--- src/rtl/gpio_port_pkg.sv ---
package gpio_port_pkg;
    localparam int ADDR_W = 3;

    typedef enum logic [ADDR_W-1:0] {
        REG_DIR = 3'd0,
        REG_DRV = 3'd1,
        REG_ALT = 3'd2,
        REG_ANA = 3'd3,
        REG_CHG = 3'd4,
        REG_PIN = 3'd5
    } reg_sel_e;

    typedef enum logic {
        CHG_IDLE = 1'b0,
        CHG_PEND = 1'b1
    } chg_state_e;
endpackage

--- src/rtl/gpio_sync.sv ---
module gpio_sync #(
    parameter int WIDTH  = 8,
    parameter int STAGES = 2
) (
    input  logic             clk,
    input  logic             rst_n,
    input  logic [WIDTH-1:0] d_i,
    output logic [WIDTH-1:0] q_o
);
    logic [WIDTH-1:0] chain_q [STAGES];

    always_ff @(posedge clk or negedge rst_n) begin
        if (!rst_n) begin
            for (int i = 0; i < STAGES; i++) chain_q[i] <= '0;
        end else begin
            chain_q[0] <= d_i;
            for (int i = 1; i < STAGES; i++) chain_q[i] <= chain_q[i-1];
        end
    end

    assign q_o = chain_q[STAGES-1];
endmodule

--- src/rtl/gpio_regs.sv ---
module gpio_regs
    import gpio_port_pkg::*;
#(
    parameter int WIDTH = 8
) (
    input  logic              clk,
    input  logic              rst_n,
    input  logic              wr_i,
    input  logic [ADDR_W-1:0] addr_i,
    input  logic [WIDTH-1:0]  wdata_i,
    input  logic [WIDTH-1:0]  pin_i,
    output logic [WIDTH-1:0]  rdata_o,
    output logic [WIDTH-1:0]  dir_o,
    output logic [WIDTH-1:0]  drv_o,
    output logic [WIDTH-1:0]  alt_o,
    output logic [WIDTH-1:0]  ana_o,
    output logic [WIDTH-1:0]  chg_o
);
    reg_sel_e sel;
    assign sel = reg_sel_e'(addr_i);

    always_ff @(posedge clk or negedge rst_n) begin
        if (!rst_n) begin
            dir_o <= '0;
            drv_o <= '0;
            alt_o <= '0;
            ana_o <= '0;
            chg_o <= '0;
        end else if (wr_i) begin
            case (sel)
                REG_DIR: dir_o <= wdata_i;
                REG_DRV: drv_o <= wdata_i;
                REG_ALT: alt_o <= wdata_i;
                REG_ANA: ana_o <= wdata_i;
                REG_CHG: chg_o <= wdata_i;
                default: ;
            endcase
        end
    end

    always_comb begin
        case (sel)
            REG_DIR: rdata_o = dir_o;
            REG_DRV: rdata_o = drv_o;
            REG_ALT: rdata_o = alt_o;
            REG_ANA: rdata_o = ana_o;
            REG_CHG: rdata_o = chg_o;
            REG_PIN: rdata_o = pin_i;
            default: rdata_o = '0;
        endcase
    end
endmodule

--- src/rtl/gpio_pin_slice.sv ---
module gpio_pin_slice
    import gpio_port_pkg::*;
(
    input  logic clk,
    input  logic rst_n,
    input  logic dir_i,
    input  logic drv_i,
    input  logic alt_i,
    input  logic ana_i,
    input  logic chg_en_i,
    input  logic per_out_i,
    input  logic per_oe_i,
    input  logic sync_i,
    input  logic pin_rd_i,
    output logic pad_out_o,
    output logic pad_oe_o,
    output logic pad_pu_o,
    output logic pad_ie_o,
    output logic pin_val_o,
    output logic pend_o
);
    chg_state_e state_q, state_d;
    logic       snap_q;
    logic       prev_q;
    logic       armed;
    logic       edge_now;
    logic       mism;

    assign pin_val_o = sync_i & ~ana_i;
    assign armed     = chg_en_i & ~ana_i;
    assign edge_now  = pin_val_o != prev_q;
    assign mism      = pin_val_o != snap_q;

    always_ff @(posedge clk or negedge rst_n) begin
        if (!rst_n) begin
            state_q <= CHG_IDLE;
            snap_q  <= 1'b0;
            prev_q  <= 1'b0;
        end else begin
            state_q <= state_d;
            prev_q  <= pin_val_o;
            if (pin_rd_i) snap_q <= pin_val_o;
        end
    end

    always_comb begin
        state_d = state_q;
        unique case (state_q)
            CHG_IDLE: begin
                if (armed && (pin_rd_i ? edge_now : mism)) state_d = CHG_PEND;
            end
            CHG_PEND: begin
                if (!armed)                     state_d = CHG_IDLE;
                else if (pin_rd_i && !edge_now) state_d = CHG_IDLE;
            end
        endcase
    end

    always_comb begin
        pad_ie_o  = ~ana_i;
        pad_pu_o  = ~dir_i & drv_i;
        pad_oe_o  = dir_i & (alt_i ? per_oe_i : 1'b1);
        pad_out_o = dir_i & (alt_i ? per_out_i : drv_i);
        pend_o    = (state_q == CHG_PEND);
    end


    disarm_idle_chk: assert property (@(posedge clk) disable iff (!rst_n)
        (!chg_en_i || ana_i) |=> (state_q == CHG_IDLE));


    read_clear_chk: assert property (@(posedge clk) disable iff (!rst_n)
        (pin_rd_i && (pin_val_o == prev_q)) |=> (state_q == CHG_IDLE));


    read_keep_chk: assert property (@(posedge clk) disable iff (!rst_n)
        (pin_rd_i && chg_en_i && !ana_i && (pin_val_o != prev_q)) |=> (state_q == CHG_PEND));
endmodule

--- src/rtl/gpio_port.sv ---
module gpio_port
    import gpio_port_pkg::*;
#(
    parameter int WIDTH       = 8,
    parameter int SYNC_STAGES = 2
) (
    input  logic              clk,
    input  logic              rst_n,
    input  logic              bus_wr,
    input  logic              bus_rd,
    input  logic [ADDR_W-1:0] bus_addr,
    input  logic [WIDTH-1:0]  bus_wdata,
    output logic [WIDTH-1:0]  bus_rdata,
    input  logic [WIDTH-1:0]  per_out,
    input  logic [WIDTH-1:0]  per_oe,
    input  logic [WIDTH-1:0]  pad_in,
    output logic [WIDTH-1:0]  pad_out,
    output logic [WIDTH-1:0]  pad_oe,
    output logic [WIDTH-1:0]  pad_pu,
    output logic [WIDTH-1:0]  pad_ie,
    output logic              irq
);
    logic [WIDTH-1:0] dir_w, drv_w, alt_w, ana_w, chg_w;
    logic [WIDTH-1:0] sync_w, pin_w, pend_w;
    logic             pin_rd;

    assign pin_rd = bus_rd && (bus_addr == REG_PIN);

    gpio_sync #(.WIDTH(WIDTH), .STAGES(SYNC_STAGES)) sync_i (
        .clk(clk), .rst_n(rst_n), .d_i(pad_in), .q_o(sync_w)
    );

    gpio_regs #(.WIDTH(WIDTH)) regs_i (
        .clk(clk), .rst_n(rst_n), .wr_i(bus_wr), .addr_i(bus_addr),
        .wdata_i(bus_wdata), .pin_i(pin_w), .rdata_o(bus_rdata),
        .dir_o(dir_w), .drv_o(drv_w), .alt_o(alt_w), .ana_o(ana_w), .chg_o(chg_w)
    );

    for (genvar p = 0; p < WIDTH; p++) begin : g_pin
        gpio_pin_slice slice_i (
            .clk(clk), .rst_n(rst_n),
            .dir_i(dir_w[p]), .drv_i(drv_w[p]), .alt_i(alt_w[p]),
            .ana_i(ana_w[p]), .chg_en_i(chg_w[p]),
            .per_out_i(per_out[p]), .per_oe_i(per_oe[p]),
            .sync_i(sync_w[p]), .pin_rd_i(pin_rd),
            .pad_out_o(pad_out[p]), .pad_oe_o(pad_oe[p]),
            .pad_pu_o(pad_pu[p]), .pad_ie_o(pad_ie[p]),
            .pin_val_o(pin_w[p]), .pend_o(pend_w[p])
        );
    end

    assign irq = |pend_w;


    ana_read_zero_chk: assert property (@(posedge clk) disable iff (!rst_n)
        pin_rd |-> ((bus_rdata & ana_w) == '0));


    pu_oe_excl_chk: assert property (@(posedge clk) disable iff (!rst_n)
        (pad_pu & pad_oe) == '0);


    irq_drop_chk: assert property (@(posedge clk) disable iff (!rst_n)
        (chg_w == '0) |=> !irq);
endmodule

--- config.mk ---
export PLATFORM = sky130hd
export DESIGN_NAME = gpio_port
export DESIGN_NICKNAME = d
export VERILOG_FILES = /design/src/rtl/gpio_port_pkg.sv /design/src/rtl/gpio_sync.sv /design/src/rtl/gpio_regs.sv /design/src/rtl/gpio_pin_slice.sv /design/src/rtl/gpio_port.sv
export SDC_FILE = /design/constraint.sdc
export NUM_CORES = 1
export LEC_CHECK = 0
export BUFFER_PORTS_ARGS = -buffer_cell sky130_fd_sc_hd__buf_2
export CAP_MARGIN = 20
export CELL_PAD_IN_SITES_DETAIL_PLACEMENT = 2
export CELL_PAD_IN_SITES_GLOBAL_PLACEMENT = 2
export CORE_MARGIN = 2
export CORE_UTILIZATION = 36
export DETAILED_ROUTE_END_ITERATION = 6
export PLACE_DENSITY = 0.87
export SLEW_MARGIN = 10
export SYNTH_ARGS = -nofsm -noshare
export SYNTH_HDL_FRONTEND = slang
export SYNTH_SLANG_ARGS = --single-unit
--- constraint.sdc ---
create_clock -name clk -period 1.95 [get_ports clk]
set_clock_uncertainty 0.1 [all_clocks]
set_input_delay 0.39 -clock clk [delete_from_list [all_inputs] [get_ports clk]]
set_output_delay 0.39 -clock clk [all_outputs]
set_load 0.02 [all_outputs]
Yosys cells after proc, flatten, opt, wreduce, memory -nomap -nowiden
Index checks and enable logic that the tools add are counted.
{"block": "op_classes", "eq_ne": 21, "muxes": 57, "bitwise": 64, "reduce_logical": 32}
{"cell": "$mux W1", "count": 48}
{"cell": "$pmux W8 S6", "count": 1}
{"cell": "$and A1 B1 Y1", "count": 40}
{"cell": "$not A1 Y1", "count": 24}
{"cell": "$logic_and A1 B1 Y1", "count": 17}
{"cell": "$ne A1 B1 Y1", "count": 16}
{"cell": "$pmux W1 S2", "count": 8}
{"cell": "$reduce_and A2 Y1", "count": 5}
{"cell": "$logic_not A1 Y1", "count": 8}
{"cell": "$reduce_or A8 Y1", "count": 1}
{"cell": "$eq A3 B2 Y1 const B", "count": 2}
{"cell": "$eq A3 B3 Y1 const B", "count": 2}
{"cell": "$eq A3 B1 Y1 const B", "count": 1}
{"cell": "$logic_not A3 Y1", "count": 1}
{"block": "totals", "ff_bits": 80, "input_bits": 39, "word_cells": 205}

Depth between registers and ports, before layout
{"block": "depth", "depth_word": 8, "ltp_mapped": 5, "ltp_nobuf": 3}

Hierarchy
From an unflattened synthesis, not the netlist that was laid out.
{"block": "hier_totals", "hier_cells": 298, "area_unflattened_um2": 3860.0}
{"module": "gpio_regs", "n_inst": 1, "cells_each": 142, "area_each_um2": 1951.9, "seq_area_each_um2": 1001.0}
{"module": "gpio_pin_slice", "n_inst": 8, "cells_each": 16, "area_each_um2": 177.7, "seq_area_each_um2": 75.1}
{"module": "gpio_sync", "n_inst": 1, "cells_each": 24, "area_each_um2": 460.4, "seq_area_each_um2": 400.4}
{"module": "gpio_port", "n_inst": 1, "cells_each": 4, "area_each_um2": 26.3, "seq_area_each_um2": 0.0}

Least setup slack after synthesis
No wires, ideal clock.
{"block": "synth_path", "kind": "input to output", "startpoint": "input bus_addr[1]", "endpoint": "output bus_rdata[0]", "arrival_ps": 1430, "required_ps": 1460, "setup_slack_ps": 30, "stages": 5, "path_buffers": 2, "path_cell_list": "buf_2 buf_2 mux2_2 nand2_1 o221ai_1"}
{"block": "synth_via", "elab_chain_len": 2, "elab_cells_between_ends": 7, "classes_between": "eq/ne: 5; mux: 1; reduce/logical: 1"}
{"element": "from (decl)", "line": "gpio_port.sv:11", "rtl": "input logic [ADDR_W-1:0] bus_addr,"}
{"element": "$eq A3 B3 Y1, or another cell as far along", "line": "gpio_regs.sv:42", "rtl": "case (sel)"}
{"element": "$pmux W8 S6 (*)", "line": "gpio_regs.sv:42"}
{"element": "to (decl)", "line": "gpio_port.sv:13", "rtl": "output logic [WIDTH-1:0] bus_rdata,"}
Every way passes the cells marked *; elsewhere a longest branch is shown, timed or not.

Final worst setup path
{"block": "layout_path", "startpoint": "register regs_i.ana_o[7]", "endpoint": "output bus_rdata[7]"}
{"block": "layout_via", "elab_chain_len": 3}
{"element": "from (decl)", "line": "gpio_regs.sv:16", "rtl": "output logic [WIDTH-1:0] ana_o,"}
{"element": "from (signal assigned)", "line": "gpio_regs.sv:34", "rtl": "REG_ANA: ana_o <= wdata_i;"}
{"element": "$not A1 Y1", "line": "gpio_pin_slice.sv:29", "rtl": "assign pin_val_o = sync_i & ~ana_i;"}
{"element": "$and A1 B1 Y1", "line": "gpio_pin_slice.sv:29"}
{"element": "$pmux W8 S6 (*)", "line": "gpio_regs.sv:42"}
Marks and branches as above.

==> results.json <==
{
  "hold_violations": 0,
  "pin_count": 80,
  "cp-startpoint": "regs_i.ana_o[7]",
  "layout-drive-gt1-share": 0.523,
  "r2r-end": "g_pin[7].slice_i.pend_o",
  "worstPathArrival_ns": 1.53,
  "vias_per_cell": 5.12,
  "rows": 38,
  "slowest_stage": "dfrtp_2",
  "r2r_cells": 4,
  "grt_use_met3": 0.0332,
  "start_kind": "flip-flop",
  "overflow": 0,
  "rsz0062_at_grt": "yes",
  "worstReg2RegStart": "regs_i.ana_o[7]",
  "drv_cap": 0,
  "grt_use_met1": 0.276,
  "wirelength_um": 13300,
  "r2r_slack_ns": 0.46,
  "holdPathEnd": "sync_i.chain_q[11]",
  "critPathKind": "reg -> out",
  "num_vias": 2921,
  "ant_nets": 0,
  "drt_iter0_markers": 102,
  "die_y_um": 110,
  "post-place-cells": 530,
  "layout_commonest_cell": "dfrtp_1",
  "layout.cells.non_filler": 570,
  "root_buffer": "clkbuf_8",
  "clkLatencyLatePin_ns": 0.36,
  "status": "complete, but fails checks",
  "cts_tree": "yes",
  "grt_first_pass_wirelength_um": 19600,
  "min_from": "pad_in[3]",
  "multi_input_area_sq_mm": 0.00180,
  "yosys-top-cells-area": "dfrtp_1 50%, mux2_2 15%, buf_4 6.0%",
  "drc_errors": 0,
  "max_stage_delay_ns": 0.45,
  "fin_crit_ns": 2.02,
  "avgSynthCellArea_sq_um": 12.1,
  "cts_buffer_depth": 2,
  "wire_per_inst_um": 23.4,
  "fillCellCount": 1092,
  "ys_ff_latch": 80,
  "fmax_mhz": 494,
  "p_leak_nw": 2.42,
  "critPathCaptureType": "output port",
  "setup_tns_ns": -0.107,
  "grtUsageTotal": 0.226,
  "hold_path_class": "in -> reg",
  "io_buffers": 79,
  "cp.required_ns": 1.46,
  "synth.top_cell.area_share": 0.499,
  "path_clk_slew_ns": 0.09,
  "setup_viol_count_final": 4,
  "nets": 464,
  "p_per_area_mw_per_mm2": 1070,
  "clkSinkCount": 80,
  "crit_family": "flip-flops",
  "initial_utilization": 0.370,
  "power_w": 0.00543,
  "syn_area_sq_mm": 0.00402,
  "violations": "setup timing",
  "slew-limit-headroom": 0.769,
  "crit_fanout": 3,
  "use_met2": 0.398,
  "final_cell_mix": "74 x dfrtp_1, 69 x buf_2, 53 x mux2_2",
  "first_pass_iters": 4,
  "synth-seq-area-share": 0.499,
  "antenna_found_initial": 0,
  "worstPathCellList": "and3b_1 -> o21ai_2 -> o211ai_1 -> buf_4",
  "drv_slew": 0,
  "hold_depth": 1,
  "grt_pass1_vias": 3294,
  "pre_cts_slack_ns": -0.222,
  "synth_cell_types": 30,
  "synthToLayoutAreaGrowth_pct": 27.0,
  "ir_worst_vdd_mv": 0.379,
  "worst_pin_slew_ns": 0.346,
  "hold-worst-slack_ns": 0.0378,
  "final-seq-area_sq_mm": 0.00201,
  "routabilityCongestion": 0.784,
  "path_buf_inv": 1,
  "cts_buffers": 9,
  "grt_max_degree": 33,
  "min_period_over_period": 1.04,
  "layout_setup_ws_ns": -0.0728,
  "diodes": 0,
  "post-synth-top-area-cell": "dfrtp_1",
  "syn-num-nets": 370,
  "yosys_warnings": 0,
  "dp_hpwl_um": 7770,
  "synth_cells": 331,
  "fp.dieW_um": 110,
  "dieArea_sq_mm": 0.0120,
  "htree_levels": 3,
  "grt_most_used_layer": "met2",
  "core-area_sq_mm": 0.0108
}
## layout make-up
class / count / area share
Inverter: 16 / 0.0118
Tap cell: 140 / 0.0343
Timing Repair Buffer: 128 / 0.165
Multi-Input combinational cell: 190 / 0.353
Clock inverter: 3 / 0.0128
Clock buffer: 13 / 0.0292
Sequential cell: 80 / 0.394
## cells in the mapped netlist, drive strengths merged
library cell / number
nor4bb: 4
and4bb: 1
buf: 45
nor4: 2
dfrtp: 80
and4b: 1
mux2i: 21
o21ai: 3
a21boi: 8
nor4b: 1
nand2b: 10
xor2: 8
nand4b: 1
o31a: 8
nor2b: 24
o211ai: 3
and3b: 3
and3: 1
nand3: 3
o221ai: 5
a21oi: 8
nand2: 6
nand3b: 3
xnor2: 8
mux2: 53
inv: 16
o21a: 3
nor2: 2
## routing by layer
metal	wire [um]	up-vias
met3	430	24
met5	0	-
li1	-	1305
met4	395	0
met1	5510	1508
met2	7000	84
## per-stage QoR
step | util | cell area [sq um]
after detailed placement | 0.416 | 4510
after global placement | 0.416 | 4510
after global routing | 0.471 | 5100
after floorplan | - | 4020
final | 0.471 | 5100
after CTS | 0.459 | 4980
## where the power goes
group	switching (W)	internal (W)
Sequential	0.000329	0.00196
Clock	0.000628	0.000758
Combinational	0.000918	0.000835
## registers in the layout, indices dropped and copies added (netlist names)
signal,count
regs_i.chg_o,8
sync_i.chain_q,8
g_pin.slice_i.prev_q,8
sync_i.q_o,8
regs_i.ana_o,8
regs_i.drv_o,8
g_pin.slice_i.snap_q,8
g_pin.slice_i.pend_o,8
regs_i.dir_o,8
regs_i.alt_o,8
## timing repair
action / in CTS / in global routing
pin swaps: 7 / 3
hold buffers: 1 / 0
buffers inserted: 19 / 4
resized for setup: 32 / 21
endpoints found under the hold margin: 16 / 0
setup endpoints to repair: 8 / 9
## worst max path at each step
stage | to | slack, ns | cells past startpoint
floorplan | bus_rdata[0] | 0.03 | 5
global placement | bus_rdata[7] | -0.03 | 6
detailed placement | bus_rdata[7] | -0.22 | 6
CTS | bus_rdata[7] | -0.11 | 4
global route | bus_rdata[7] | -0.13 | 4
finish | bus_rdata[7] | -0.07 | 4
## cells by family after synthesis
family          after synthesis  synth area share
flops                        80             0.499
mux                          74             0.201
buf+inv                      61            0.0926
simple gates                 62             0.105
xor+xnor                     16            0.0349
compound gates               38            0.0682
Note: power is estimated with default switching activity, not from simulation.
